File: config.mk
export PLATFORM = sky130hd
export DESIGN_NAME = rp_cfg_space
export DESIGN_NICKNAME = d
export VERILOG_FILES = /design/src/rtl/rp_cfg_pkg.sv /design/src/rtl/rp_cfg_dword.sv /design/src/rtl/rp_cfg_access_fsm.sv /design/src/rtl/rp_cfg_space.sv
export SDC_FILE = /design/constraint.sdc
export NUM_CORES = 1
export LEC_CHECK = 0
export ABC_AREA = 1
export BUFFER_PORTS_ARGS = -buffer_cell sky130_fd_sc_hd__buf_2
export CORE_MARGIN = 4
export CORE_UTILIZATION = 55
export CTS_BUF_LIST = sky130_fd_sc_hd__clkbuf_8
export CTS_CLUSTER_DIAMETER = 100
export CTS_CLUSTER_SIZE = 25
export DETAILED_ROUTE_END_ITERATION = 8
export PLACE_DENSITY = 0.9
export SETUP_SLACK_MARGIN = 0.2
export SLEW_MARGIN = 20
export SYNTH_ARGS = -nofsm -noshare
export SYNTH_HDL_FRONTEND = slang
export SYNTH_SLANG_ARGS = --single-unit
File: constraint.sdc
create_clock -name clk -period 1.89 [get_ports clk]
set_input_delay 0.378 -clock clk [delete_from_list [all_inputs] [get_ports clk]]
set_output_delay 0.378 -clock clk [all_outputs]
set_load 0.05 [all_outputs]
File: src/rtl/rp_cfg_pkg.sv
package rp_cfg_pkg;

    localparam int HDR_DWORDS  = 16;
    localparam int CAP_DWORDS  = 9;
    localparam int CAP_BASE_DW = HDR_DWORDS;
    localparam int TOTAL_DW    = HDR_DWORDS + CAP_DWORDS;
    localparam logic [7:0] CAP_START_BYTE = 8'(CAP_BASE_DW * 4);

    typedef struct packed {
        logic [31:0] rw;
        logic [31:0] ro;
        logic [31:0] w1c;
    } dw_policy_t;

    typedef enum logic [0:0] {
        ST_IDLE = 1'b0,
        ST_RESP = 1'b1
    } acc_state_e;

    // Per-dword access masks for a root port; bits in no mask are reserved.
    function automatic dw_policy_t policy_of(input int unsigned idx);
        dw_policy_t p;
        p = '0;
        case (idx)
            0:  p.ro = 32'hFFFF_FFFF;
            1: begin
                p.rw  = 32'h0000_0547;
                p.ro  = 32'h0010_0000;
                p.w1c = 32'hF900_0000;
            end
            2:  p.ro = 32'hFFFF_FFFF;
            3: begin
                p.rw = 32'h0000_00FF;
                p.ro = 32'h00FF_0000;
            end
            4, 5: p.ro = 32'hFFFF_FFFF;
            6:  p.rw = 32'h00FF_FFFF;
            7: begin
                p.rw  = 32'h0000_F0F0;
                p.ro  = 32'h0000_0F0F;
                p.w1c = 32'hF900_0000;
            end
            8, 9: begin
                p.rw = 32'hFFF0_FFF0;
                p.ro = 32'h000F_000F;
            end
            10, 11, 12: p.rw = 32'hFFFF_FFFF;
            13: p.ro = 32'h0000_00FF;
            14: p.ro = 32'hFFFF_FFFF;
            15: begin
                p.rw = 32'h005F_00FF;
                p.ro = 32'h0000_FF00;
            end
            16: p.ro = 32'h7FFF_FFFF;
            17: p.ro = 32'h0000_803F;
            18: begin
                p.rw  = 32'h0000_7FFF;
                p.ro  = 32'h0030_0000;
                p.w1c = 32'h000F_0000;
            end
            19: p.ro = 32'hFF7B_FFFF;
            20: begin
                p.rw  = 32'h0000_CEFB;
                p.ro  = 32'h3FFF_0000;
                p.w1c = 32'hC000_0000;
            end
            23: begin
                p.rw = 32'h0000_001F;
                p.ro = 32'h0001_0000;
            end
            24: begin
                p.ro  = 32'h0002_FFFF;
                p.w1c = 32'h0001_0000;
            end
            default: p = '0;
        endcase
        return p;
    endfunction

endpackage

File: src/rtl/rp_cfg_dword.sv
module rp_cfg_dword #(
    parameter logic [31:0] RW_MASK  = 32'h0,
    parameter logic [31:0] W1C_MASK = 32'h0
) (
    input  logic        clk,
    input  logic        rst_n,
    input  logic        wr_hit,
    input  logic [3:0]  be,
    input  logic [31:0] wdata,
    input  logic [31:0] hw_set,
    output logic [31:0] q
);
    localparam logic [31:0] KEEP_MASK = RW_MASK | W1C_MASK;

    logic [31:0] byte_mask;
    logic [31:0] wr_bits;
    logic [31:0] clr_bits;
    logic [31:0] after_wr;
    logic [31:0] q_next;

    always_comb begin
        byte_mask = {{8{be[3]}}, {8{be[2]}}, {8{be[1]}}, {8{be[0]}}};
        wr_bits   = wr_hit ? (byte_mask & RW_MASK) : 32'h0;
        clr_bits  = wr_hit ? (byte_mask & W1C_MASK & wdata) : 32'h0;
        after_wr  = (q & ~wr_bits) | (wdata & wr_bits);
        q_next    = ((after_wr & ~clr_bits) | (hw_set & W1C_MASK)) & KEEP_MASK;
    end

    always_ff @(posedge clk) begin
        if (!rst_n) q <= 32'h0;
        else        q <= q_next;
    end

    // a hardware set wins over a same-cycle software clear
    a_r4_set_wins: assert property (@(posedge clk) disable iff (!rst_n)
        (|(hw_set & W1C_MASK)) |=> ((q & $past(hw_set & W1C_MASK)) == $past(hw_set & W1C_MASK)));

    // writing zeros never clears a set flag
    a_r4_zero_keeps: assert property (@(posedge clk) disable iff (!rst_n)
        (wr_hit && ((wdata & W1C_MASK) == 32'h0))
        |=> ((q & $past(q & W1C_MASK)) == $past(q & W1C_MASK)));

    // a write with no byte enabled and no event leaves the dword alone
    a_r3_no_be_stable: assert property (@(posedge clk) disable iff (!rst_n)
        (wr_hit && (be == 4'b0000) && ((hw_set & W1C_MASK) == 32'h0)) |=> $stable(q));

endmodule

File: src/rtl/rp_cfg_access_fsm.sv
module rp_cfg_access_fsm
    import rp_cfg_pkg::*;
#(
    parameter int IDX_W  = 10,
    parameter int NUM_DW = 25
) (
    input  logic              clk,
    input  logic              rst_n,
    input  logic              req_rd,
    input  logic              req_wr,
    input  logic [IDX_W-1:0]  req_idx,
    input  logic [31:0]       rd_mux,
    output logic [NUM_DW-1:0] wr_sel,
    output logic              rsp_valid,
    output logic [31:0]       rsp_rdata
);
    acc_state_e state_q;
    acc_state_e state_d;

    always_comb begin
        state_d = state_q;
        unique case (state_q)
            ST_IDLE: state_d = req_rd ? ST_RESP : ST_IDLE;
            ST_RESP: state_d = req_rd ? ST_RESP : ST_IDLE;
            default: state_d = ST_IDLE;
        endcase
    end

    always_ff @(posedge clk) begin
        if (!rst_n) state_q <= ST_IDLE;
        else        state_q <= state_d;
    end

    always_ff @(posedge clk) begin
        if (!rst_n)      rsp_rdata <= 32'h0;
        else if (req_rd) rsp_rdata <= rd_mux;
    end

    assign rsp_valid = (state_q == ST_RESP);

    always_comb begin
        for (int i = 0; i < NUM_DW; i++) begin
            wr_sel[i] = req_wr && (req_idx == IDX_W'(i));
        end
    end

    // response valid exactly one cycle after each read strobe
    a_r2_resp_follows: assert property (@(posedge clk) disable iff (!rst_n)
        req_rd |=> rsp_valid);
    a_r2_no_spurious: assert property (@(posedge clk) disable iff (!rst_n)
        !req_rd |=> !rsp_valid);
    // at most one dword takes a write
    a_r3_one_target: assert property (@(posedge clk) disable iff (!rst_n)
        $onehot0(wr_sel));

endmodule

File: src/rtl/rp_cfg_space.sv
module rp_cfg_space
    import rp_cfg_pkg::*;
#(
    parameter int          ADDR_W       = 12,
    parameter logic [15:0] VENDOR_ID    = 16'h1E5A,
    parameter logic [15:0] DEVICE_ID    = 16'h0C31,
    parameter logic [7:0]  REV_ID       = 8'h01,
    parameter logic [23:0] CLASS_CODE   = 24'h060400,
    parameter logic [7:0]  INT_PIN      = 8'h01,
    parameter logic [31:0] DEVCAP_VAL   = 32'h0000_8002,
    parameter logic [31:0] LINKCAP_VAL  = 32'h0000_0C12,
    parameter logic        ROOT_CRS_VIS = 1'b1
) (
    input  logic              clk,
    input  logic              rst_n,
    input  logic [3:0]        cfg_cap_ver,
    input  logic              req_wr,
    input  logic              req_rd,
    input  logic [ADDR_W-1:0] req_addr,
    input  logic [3:0]        req_be,
    input  logic [31:0]       req_wdata,
    output logic              rsp_valid,
    output logic [31:0]       rsp_rdata,
    input  logic [5:0]        hw_pri_err,
    input  logic [5:0]        hw_sec_err,
    input  logic [3:0]        hw_dev_err,
    input  logic [1:0]        hw_dev_flags,
    input  logic [13:0]       hw_link_info,
    input  logic [1:0]        hw_link_evt,
    input  logic              hw_pme_evt,
    input  logic [15:0]       hw_pme_rid,
    input  logic              hw_pme_pending
);
    localparam int IDX_W  = ADDR_W - 2;
    localparam int NUM_DW = TOTAL_DW;
    localparam int DW_CMD = 1, DW_SECSTS = 7, DW_ROM = 14, DW_EXPCAP = CAP_BASE_DW;
    localparam int DW_DEVCTL = CAP_BASE_DW + 2, DW_LNKCTL = CAP_BASE_DW + 4;
    localparam int DW_ROOTSTS = CAP_BASE_DW + 8;
    localparam logic [IDX_W-1:0] ROM_IDX  = IDX_W'(DW_ROM);
    localparam logic [IDX_W-1:0] CMD_IDX  = IDX_W'(DW_CMD);
    localparam logic [IDX_W-1:0] CAP_IDX  = IDX_W'(DW_EXPCAP);
    localparam logic [IDX_W-1:0] END_IDX  = IDX_W'(NUM_DW);

    logic [IDX_W-1:0] req_idx;
    logic             unused_addr_lo;
    logic [31:0]      q_arr   [NUM_DW];
    logic [31:0]      ro_val  [NUM_DW];
    logic [31:0]      set_arr [NUM_DW];
    logic [31:0]      rd_word [NUM_DW];
    logic [31:0]      rd_mux;
    logic [NUM_DW-1:0] wr_sel;

    assign req_idx        = req_addr[ADDR_W-1:2];
    assign unused_addr_lo = ^req_addr[1:0];

    // Read-only source values; the policy masks select which bits show.
    always_comb begin
        for (int k = 0; k < NUM_DW; k++) ro_val[k] = 32'h0;
        ro_val[0]          = {DEVICE_ID, VENDOR_ID};
        ro_val[DW_CMD]     = 32'h0010_0000;
        ro_val[2]          = {CLASS_CODE, REV_ID};
        ro_val[3]          = 32'h0001_0000;
        ro_val[DW_SECSTS]  = 32'h0000_0101;
        ro_val[9]          = 32'h0001_0001;
        ro_val[13]         = {24'h0, CAP_START_BYTE};
        ro_val[15]         = {16'h0, INT_PIN, 8'h00};
        ro_val[DW_EXPCAP]  = {8'h00, 4'h4, cfg_cap_ver, 8'h00, 8'h10};
        ro_val[CAP_BASE_DW + 1] = DEVCAP_VAL;
        ro_val[DW_DEVCTL]  = {10'h0, hw_dev_flags, 20'h0};
        ro_val[CAP_BASE_DW + 3] = LINKCAP_VAL;
        ro_val[DW_LNKCTL]  = {2'b00, hw_link_info, 16'h0};
        ro_val[CAP_BASE_DW + 7] = {15'h0, ROOT_CRS_VIS, 16'h0};
        ro_val[DW_ROOTSTS] = {14'h0, hw_pme_pending, 1'b0, hw_pme_rid};
    end

    // Hardware event routing onto write-one-to-clear positions.
    always_comb begin
        for (int k = 0; k < NUM_DW; k++) set_arr[k] = 32'h0;
        set_arr[DW_CMD]     = {hw_pri_err[5:1], 2'b00, hw_pri_err[0], 24'h0};
        set_arr[DW_SECSTS]  = {hw_sec_err[5:1], 2'b00, hw_sec_err[0], 24'h0};
        set_arr[DW_DEVCTL]  = {12'h0, hw_dev_err, 16'h0};
        set_arr[DW_LNKCTL]  = {hw_link_evt, 30'h0};
        set_arr[DW_ROOTSTS] = {15'h0, hw_pme_evt, 16'h0};
    end

    for (genvar i = 0; i < NUM_DW; i++) begin : g_dw
        localparam dw_policy_t POL = policy_of(i);
        rp_cfg_dword #(
            .RW_MASK  (POL.rw),
            .W1C_MASK (POL.w1c)
        ) u_dw (
            .clk    (clk),
            .rst_n  (rst_n),
            .wr_hit (wr_sel[i]),
            .be     (req_be),
            .wdata  (req_wdata),
            .hw_set (set_arr[i]),
            .q      (q_arr[i])
        );
        assign rd_word[i] = q_arr[i] | (ro_val[i] & POL.ro);
    end

    always_comb begin
        rd_mux = 32'h0;
        for (int i = 0; i < NUM_DW; i++) begin
            if (req_idx == IDX_W'(i)) rd_mux = rd_word[i];
        end
    end

    rp_cfg_access_fsm #(
        .IDX_W  (IDX_W),
        .NUM_DW (NUM_DW)
    ) u_fsm (
        .clk       (clk),
        .rst_n     (rst_n),
        .req_rd    (req_rd),
        .req_wr    (req_wr),
        .req_idx   (req_idx),
        .rd_mux    (rd_mux),
        .wr_sel    (wr_sel),
        .rsp_valid (rsp_valid),
        .rsp_rdata (rsp_rdata)
    );

    // the expansion ROM dword always answers zero
    a_r5_rom_zero: assert property (@(posedge clk) disable iff (!rst_n)
        (req_rd && req_idx == ROM_IDX) |=> (rsp_rdata == 32'h0));
    // capability list flag always advertised
    a_r6_cap_list: assert property (@(posedge clk) disable iff (!rst_n)
        (req_rd && req_idx == CMD_IDX) |=> rsp_rdata[20]);
    // capability header reports a root port with no slot
    a_r7_port_type: assert property (@(posedge clk) disable iff (!rst_n)
        (req_rd && req_idx == CAP_IDX)
        |=> (rsp_rdata[23:20] == 4'h4 && !rsp_rdata[24] && !rsp_rdata[31] && rsp_rdata[7:0] == 8'h10));
    // only versions 1 and 2 are legal
    a_r7_ver_legal: assert property (@(posedge clk) disable iff (!rst_n)
        (cfg_cap_ver == 4'd1 || cfg_cap_ver == 4'd2));
    // dwords past the capability read zero
    a_r2_oob_zero: assert property (@(posedge clk) disable iff (!rst_n)
        (req_rd && req_idx >= END_IDX) |=> (rsp_rdata == 32'h0));

endmodule

==> Word level (Yosys, flattened, before mapping) <==
Index checks and enable logic that the tools add are counted.
{ "op_classes": {"n_addsub": 0, "n_eq_ne": 24, "bitwise": 74, "shifts": 0, "reduce_logical": 15, "n_div": 0, "order_cmp": 0, "mul": 0, "mux": 44} }
{ "op_table": {"columns": ["cell", "count"], "rows": [
  ["2-to-1 mux 32 bit", 32],
  ["AND 32 bit", 18],
  ["inverter 32 bit", 11],
  ["OR 32 bit", 11],
  ["equality test 10 x 5 -> 1 bit, second input constant", 9],
  ["equality test 10 x 4 -> 1 bit, second input constant", 8],
  ["AND 32 x 16 -> 32 bit", 2],
  ["AND 20 bit", 3],
  ["AND 24 bit", 2],
  ["AND 23 bit", 2],
  ["equality test 10 x 3 -> 1 bit, second input constant", 4],
  ["inverter 20 bit", 2],
  ["OR 20 bit", 2],
  ["AND 17 bit", 2],
  ["AND 32 x 11 -> 32 bit", 1],
  ["2-to-1 mux 16 bit", 2],
  ["OR 32 x 30 -> 32 bit", 1],
  ["2-to-1 mux 28 bit", 1],
  ["2-to-1 mux 24 bit", 1],
  ["inverter 24 bit", 1],
  ["OR 24 bit", 1],
  ["2-to-1 mux 23 bit", 1],
  ["inverter 23 bit", 1],
  ["OR 23 bit", 1],
  ["other kinds (22)", 38]
]} }
{ "totals": {"input_bits": 108, "wordCells": 178, "latch_bits": 0, "mem_count": 0, "out_inout_bits": 33, "rom_bits": 0, "mem_bits_rw": 0, "register_bits": 360} }

==> Logic depth before layout (Yosys ltp) <==
Gate-level depths: netlist of run 1.
{ "depth": {"depth_word": 26, "mapped_depth": 19, "depth_no_buf": 19} }

==> Modules after synthesis <==
From an unflattened synthesis of run 1, not the netlist that was laid out.
{ "hier_totals": {"hier_cells": 3691, "area_unflattened_um2": 22306.4} }
{ "modules_own_cells": {"columns": ["module", "instances", "area_per_inst_um2", "seq_area_each_um2", "cells_per_inst"], "rows": [
  ["rp_cfg_space", 1, 6339.8, 0.0, 1374],
  ["rp_cfg_dword at g_dw[10].u_dw ...", 3, 1308.8, 640.6, 203],
  ["rp_cfg_dword at g_dw[0].u_dw ...", 11, 244.0, 0.0, 33],
  ["rp_cfg_dword at g_dw[8].u_dw ...", 2, 1039.7, 480.5, 161],
  ["rp_cfg_access_fsm", 1, 1576.5, 660.6, 230],
  ["rp_cfg_dword at g_dw[6].u_dw", 1, 1041.0, 480.5, 161],
  ["rp_cfg_dword at g_dw[18].u_dw", 1, 783.3, 380.4, 100],
  ["rp_cfg_dword at g_dw[15].u_dw", 1, 719.4, 280.3, 108],
  ["rp_cfg_dword at g_dw[7].u_dw", 1, 671.9, 280.3, 87],
  ["rp_cfg_dword at g_dw[20].u_dw", 1, 644.4, 280.3, 83],
  ["rp_cfg_dword at g_dw[1].u_dw", 1, 620.6, 240.2, 81],
  ["rp_cfg_dword at g_dw[3].u_dw", 1, 531.8, 160.2, 76],
  ["rp_cfg_dword at g_dw[23].u_dw", 1, 406.6, 100.1, 59],
  ["rp_cfg_dword at g_dw[24].u_dw", 1, 281.5, 20.0, 38]
]} }

==> Worst setup path after synthesis of run 1 <==
No wires, ideal clock.
{ "synth_path": {"path_kind": "input to register", "from": "input port req_addr[11]", "to": "register (tool-made name)", "arrival_time_ns": 1.692, "setup_time_ns": 0.119, "t_required_ns": 1.771, "n_path_buf": 3, "path_slack_ns": 0.079, "path_stages": 11, "path_cell_list": "nor2_4 -> inv_4 -> nor2_8 -> buf_6 -> nand2_4 -> buf_6 -> nor3_1 -> inv_1 -> buf_6 -> o21ai_0 -> a21oi_1"} }
{ "synth_lines": {"columns": ["item", "line_no", "rtl"], "rows": [
  ["start: declaration", "rp_cfg_space.sv:19", "input logic [ADDR_W-1:0] req_addr,"]
]} }

==> Final worst setup path of run 1 <==
{ "layout_path": {"from": "input port req_addr[8]", "to": "register u_fsm.rsp_rdata[10]"} }
{ "layout_via": {"elab_chain_cells": 26, "elab_cells_between_ends": 50, "classes_between": "24 x eq/ne; 25 x mux; 1 x reduce/logical"} }
{ "layout_rtl": {"columns": ["item", "line_no", "rtl"], "rows": [
  ["logical NOT 10 bit", null, null],
  ["2-to-1 mux 28 bit", "rp_cfg_space.sv:106", "if (req_idx == IDX_W'(i)) rd_mux = rd_word[i];"],
  ["2-to-1 mux 32 bit (23 in series)", "rp_cfg_space.sv:106", null],
  ["2-to-1 mux 32 bit *", "rp_cfg_space.sv:106", null],
  ["end signal: assignment", "rp_cfg_access_fsm.sv:36", "else if (req_rd) rsp_rdata <= rd_mux;"],
  ["end: declaration", "rp_cfg_access_fsm.sv:15", "output logic [31:0] rsp_rdata"]
]} }
Every way passes the cells marked *; elsewhere a longest branch is shown, timed or not.
A chain may end at the register's enable or synchronous reset.

==> results of run 1 <==
-- layout by cell type, fill, tap and decap left out, drive strengths merged, types with 13 or more instances in the layout --
| master | synthesis | final |
|---|---|---|
| nand4 | 16 | 16 |
| inv | 311 | 312 |
| buf | 30 | 340 |
| o22ai | 35 | 35 |
| a211oi | 22 | 22 |
| nand2 | 288 | 289 |
| nor3 | 22 | 22 |
| clkbuf | 65 | 15 |
| o21ai | 309 | 309 |
| dfxtp | 288 | 288 |
| a21oi | 252 | 252 |
| nand3 | 49 | 49 |
| o211ai | 13 | 13 |
| nor2 | 127 | 127 |
-- metal layers --
metal | track usage | vias up | routed length, um
met5 | 0 | - | 0
li1 | - | 6604 | -
met4 | 0.144 | 0 | 1990
met1 | 0.419 | 6410 | 16900
met2 | 0.512 | 888 | 20700
met3 | 0.0414 | 155 | 4390
-- cell families (layout without fill, tap and decap cells) --
family	Yosys count	in the layout	share of synthesized area
DFF	288	288	0.442
AOI/OAI and AO/OA	653	653	0.267
buffers and inverters	410	671	0.124
and+or+nand+nor	506	507	0.167
-- repair_timing --
item,CTS,global route
endpoints found under the setup margin,50,131
buffers inserted,2,13
resized for setup,27,130
pin swaps,6,30
cloned,0,1
-- metrics by stage --
stage / power, uW / setup WS, ns / setup TNS [ns] / instance area, um2
floorplan: 6660 / 0.0943 / 0 / 13300
finish: 9660 / 0.132 / 0 / 16300
global placement: 7040 / -0.471 / -62.03 / 15400
CTS: 9580 / 0.146 / 0 / 15800
detailed placement: 7060 / -0.510 / -72.57 / 15400
global route: 9930 / 0.0540 / 0 / 16300
-- where the power goes --
group          internal [uW]  total [uW]  switching, uW
sequential              6120        6140           25.8
combinational            280         863            584
clock                    750        2650           1900
total                   7150        9660           2510
-- layout make-up --
| cell class | count | area share |
|---|---|---|
| repair buffers | 340 | 0.153 |
| multi-input cells | 1160 | 0.380 |
| clock inverters | 1 | 0.00100 |
| well taps | 319 | 0.0246 |
| inverters | 315 | 0.0744 |
| clock buffers | 15 | 0.0127 |
| flip-flops and latches | 288 | 0.355 |
-- worst max-delay path by stage --
stage,slack (ns),depth (start not counted),endpoint,start
after floorplan,0.09,14,u_fsm.rsp_rdata[5],req_addr[8]
after global placement,-0.47,14,u_fsm.rsp_rdata[18],req_addr[3]
after detailed placement,-0.51,16,u_fsm.rsp_rdata[10],req_addr[3]
after CTS,0.15,16,u_fsm.rsp_rdata[10],req_addr[3]
after global routing,0.05,15,u_fsm.rsp_rdata[19],req_addr[10]
final,0.13,17,u_fsm.rsp_rdata[10],req_addr[8]
-- critical path, cell delays in order --
cell      delay (ns)
buf_2           0.11
nor2_4          0.18
nand2_4         0.09
nor2_8          0.16
buf_4           0.12
buf_4           0.10
nand2_2         0.09
nand2_4         0.14
buf_4           0.14
o21ai_1         0.07
o21ai_1         0.12
o21ai_1         0.10
o211ai_1        0.09
o21ai_1         0.08
nand2_1         0.07
nand2_1         0.08
a21oi_2         0.13
==> flow_summary_export.csv, run 1 <==
group,metric,value,unit
drt,drt_first_pass_iters,6,
logic_synthesis,netlist_instances,1857,
logic_synthesis,synth.top_cell.area_share,0.442,
drt,initialDrtViolationCount,1975,
clock_tree,ctsHtreeMaxLevel,1,
job,max_cap_violations,0,
floorplanning,dieArea,0.0262,mm2
critical_path,crit_required,2.39,ns
power,leakage,0.00653,uW
sta,min_period,1.76,ns
floorplanning,row_count,56,
placed_design,hpwl,31400,um
drt,vias_per_cell,5.77,
critical_path,crit_arrival,2.26,ns
floorplanning,coreArea,0.0234,mm2
clock_tree,clkSinkCount,288,
drt,wirelength,44000,um
floorplanning,initial_core_util,0.557,
logic_synthesis,synth_edf_count,0,
logic_synthesis,synthTopCellsByArea,"dfxtp_1 44%, o21ai_0 11%, a21oi_1 9.7%",
min_path,hold_class,"input pin to flip-flop",
logic_synthesis,yosysWarnings,0,
finish,drive_gt1_frac,0.229,
drt,drc,0,
clock_tree,cts.path.max_buffers,3,
floorplanning,die_y,162,um
finish,area_growth,24.7,%
finish,n_antenna_cell,0,
placed_design,gp_congestion,1.04,
sta,fin_skew,0.0279,ns
logic_synthesis,synth_nets,1965,
floorplanning,die_w,162,um
logic_synthesis,syn_area_per_cell,7.02,um2
sta,hold_viol_final,0,
logic_synthesis,yosys.area.top_type,"dfxtp_1",
clock_tree,hold_buffers,0,
clock_tree,cts_buffers,15,
power,power_density,594,mW/mm2
floorplanning,num_io_pins,141,
min_path,min_path_cells,3,
sta,relSlewSlack,0.484,
finish,final_util,0.695,
critical_path,critPathMaxFanout,4,
global_route,grt_pass1_wl,67400,um
min_path,min_to,"g_dw[18].u_dw.q[18]",
logic_synthesis,synth_top_flop_cell,"dfxtp_1",
logic_synthesis,yosys-top-cells-count,"301 x inv_1, 289 x o21ai_0, 288 x dfxtp_1, 280 x nand2_1, 252 x a21oi_1",
sta,finalCritPeriodShare,0.930,
sta,slew_viol_final,0,
placed_design,io_buffers,138,
critical_path,rr_endpoint,"u_fsm.rsp_rdata[2]",
sta,setup_viol,0,
global_route,grt_antenna_before_repair,0,
clock_tree,clk_pin_slew,0.15,ns
critical_path,crit_path_start_kind,"input pin",
logic_synthesis,synth_cell_types,44,
global_route,grt.total_usage,0.314,
finish,fin_cells,2438,
drt,vias,14100,
logic_synthesis,ys_async_sr_fraction,0,
global_route,grt-ovfl-total,0,
logic_synthesis,synth.most_common_cell,"inv_1",
clock_tree,clk_latency,0.56,ns
drt,ant_nets,0,
placed_design,dp_cells,2406,
drt,routedWlPerCell,18.0,um
finish,fill_cells,1818,
sta,tightest_slew,0.773,ns
power,ir_drop,0.588,mV
critical_path,critical_path_class,"input pin to flip-flop",
global_route,grt_max_degree,90,
finish,multi_input_comb_area,0.00618,mm2
sta,max_freq,569,MHz
sta,rsz0062_at_grt,"yes",
finish,nets,2228,
clock_tree,cts_root_buf,"clkbuf_8",
status,status,"complete, no violations",
logic_synthesis,ys_seq_area_frac,0.442,
logic_synthesis,synthesis.area,0.0130,mm2
global_route,grt_pass1_vias,13100,
clock_tree,cts_tree,"yes",
critical_path,end_kind,"flip-flop",
sta,hold_slack,0.0565,ns
finish,regArea,0.00577,mm2
critical_path,rrSetupSlack,0.52,ns
min_path,hold_start,"hw_dev_err[2]",
critical_path,r2r_cells,8,
logic_synthesis,synth-seq-cells,288,
Note: power is estimated with default switching activity, not from simulation.
==> inputs of run 2 (changes only) <==
--- a/config.mk
+++ b/config.mk
@@ -14,6 +14,7 @@
 export CTS_CLUSTER_SIZE = 25
 export DETAILED_ROUTE_END_ITERATION = 8
 export PLACE_DENSITY = 0.9
+export REMOVE_ABC_BUFFERS = 1
 export SETUP_SLACK_MARGIN = 0.2
 export SLEW_MARGIN = 20
 export SYNTH_ARGS = -nofsm -noshare
==> flow_summary_export.csv, run 2 (same netlist as run 1, synthesis figures left out) <==
group,metric,value,unit
critical_path,rr_endpoint,"u_fsm.rsp_rdata[0]",
global_route,grt_pass1_vias,13100,
drt,vias_per_cell,5.71,
clock_tree,clkSinkCount,288,
sta,rsz0062_at_grt,"yes",
power,ir_drop,0.618,mV
sta,tightest_slew,0.821,ns
drt,drt_first_pass_iters,7,
floorplanning,die_w,162,um
sta,hold_slack,0.0475,ns
placed_design,gp_congestion,0.959,
clock_tree,cts_buffers,15,
floorplanning,die_y,162,um
sta,relSlewSlack,0.450,
sta,setup_viol,0,
critical_path,critPathMaxFanout,7,
clock_tree,cts_root_buf,"clkbuf_8",
floorplanning,coreArea,0.0234,mm2
critical_path,max_stage_delay,0.23,ns
sta,slew_viol_final,0,
critical_path,cp-startpoint,"req_addr[10]",
finish,fill_cells,1904,
power,power,9610,uW
global_route,use_met1,0.410,
drt,initialDrtViolationCount,1731,
clock_tree,clk_pin_slew,0.15,ns
clock_tree,clk_latency,0.55,ns
global_route,met2_usage,0.514,
drt,routedWlPerCell,17.5,um
global_route,busiest_layer,"met2",
global_route,grt-ovfl-total,0,
sta,min_period,1.68,ns
critical_path,crit_end,"u_fsm.rsp_rdata[0]",
global_route,grt_antenna_before_repair,0,
min_path,hold_class,"input pin to flip-flop",
placed_design,hpwl,30800,um
drt,vias,13900,
global_route,grt_pass1_wl,65900,um
critical_path,critical_path_class,"input pin to flip-flop",
clock_tree,cts.path.max_buffers,3,
job,max_cap_violations,0,
sta,max_freq,595,MHz
critical_path,r2r_cells,8,
critical_path,rrSetupSlack,0.55,ns
status,status,"complete, no violations",
critical_path,crit_required,2.34,ns
critical_path,crit_path_top_delay_cell,"nand3_4",
critical_path,end_kind,"flip-flop",
global_route,grt.met3_usage,0.0383,
floorplanning,initial_core_util,0.557,
finish,layout_common_cells,"297 x inv_1, 288 x dfxtp_1, 268 x nand2_1, 264 x o21ai_0, 248 x a21oi_1",
drt,wirelength,42600,um
power,power_density,600,mW/mm2
sta,hold_viol_final,0,
finish,nets,2226,
sta,finalCritPeriodShare,0.889,
placed_design,dpl-instance-area,0.0153,mm2
finish,drive_gt1_frac,0.206,
clock_tree,ctsHtreeMaxLevel,1,
sta,fin_skew,0.0284,ns
finish,layout_commonest_cell,"inv_1",
power,leakage,0.00652,uW
critical_path,crit_chain,"buf_8 > nor2_4 > nand3_4 > nor2_4 > nand2_4 > inv_8 > buf_6 > buf_6 > a21oi_2 > nand2_1 > nand2_1 > nand2_1 > nand4_1 > o21bai_1 > a21oi_1",
global_route,grt_max_degree,88,
placed_design,io_buffers,138,
floorplanning,dieArea,0.0262,mm2
critical_path,cp_common_cell,"nand2_1",
finish,fin_area,0.0160,mm2
finish,area_growth,23.0,%
global_route,grt.total_usage,0.305,
drt,ant_nets,0,
clock_tree,cts_tree,"yes",
floorplanning,num_io_pins,141,
floorplanning,row_count,56,
drt,drc,0,
critical_path,crit_path_start_kind,"input pin",
critical_path,crit_arrival,2.14,ns
==> run 2: cell count changes in the layout (fill, tap and decap cells not counted), moves of 7 or more <==
cell,delta
o21ai_1,-38
o22ai_1,+9
o22ai_2,-9
o21ai_0,+44
nor2_1,+9
nand2_1,+9
nor2_2,-7
==> run 2: repair_timing <==
item	CTS	global route
gates resized for setup	7	103
hold buffers	0	0
pin swaps	1	33
cloned	1	2
setup endpoints to repair	63	75
buffers inserted	3	13
==> run 2: report_power, final <==
group	internal (uW)	switching (uW)	total [uW]
Sequential	6120	23.9	6140
Combinational	262	546	808
Clock	749	1910	2660
Total	7130	2480	9610
==> run 2: layout make-up <==
cell class,count,area [um2],share of cell area
clock buffer,15,206,0.0129
antenna,1,2.50,0.000156
sequential,288,5770,0.360
inverter,315,1200,0.0747
clock inverter,1,16.3,0.00101
multi-input combinational,1160,5920,0.369
timing repair buffer,338,2520,0.157
tap,319,399,0.0249
==> run 2: how the worst min path moves through the flow <==
| stage | startpoint | depth (start not counted) | endpoint |
|---|---|---|---|
| floorplan | flip-flop | 2 | flip-flop |
| global placement | flip-flop | 2 | flip-flop |
| detailed placement | flip-flop | 2 | flip-flop |
| CTS | hw_dev_err[0] | 3 | g_dw[18].u_dw.q[16] |
| global route | hw_dev_err[0] | 3 | g_dw[18].u_dw.q[16] |
| finish | hw_pme_evt | 3 | g_dw[24].u_dw.q[16] |
==> run 2: layer usage <==
layer / part of all wire / wire (um)
met4: 0.038 / 1620
met3: 0.095 / 4060
met2: 0.47 / 19800
met1: 0.40 / 17100
met5: 0 / 0
==> run 2: metrics by stage <==
step	setup slack (ns)	cells	TNS, ns	utilization
finish	0.209	2437	0	0.685
global route	0.124	2436	0	0.685
CTS	0.185	2421	0	0.664
detailed placement	-0.586	2401	-71.90	0.652
global placement	-0.507	2401	-59.30	0.652
floorplan	-0.840	1762	-43.12	-
==> run 2: worst max-delay path, delay by kind of cell <==
family / cells / cell delay [ns]
buffers and inverters: 4 / 0.41
AOI/OAI and AO/OA: 3 / 0.26
and+or+nand+nor: 8 / 1.06
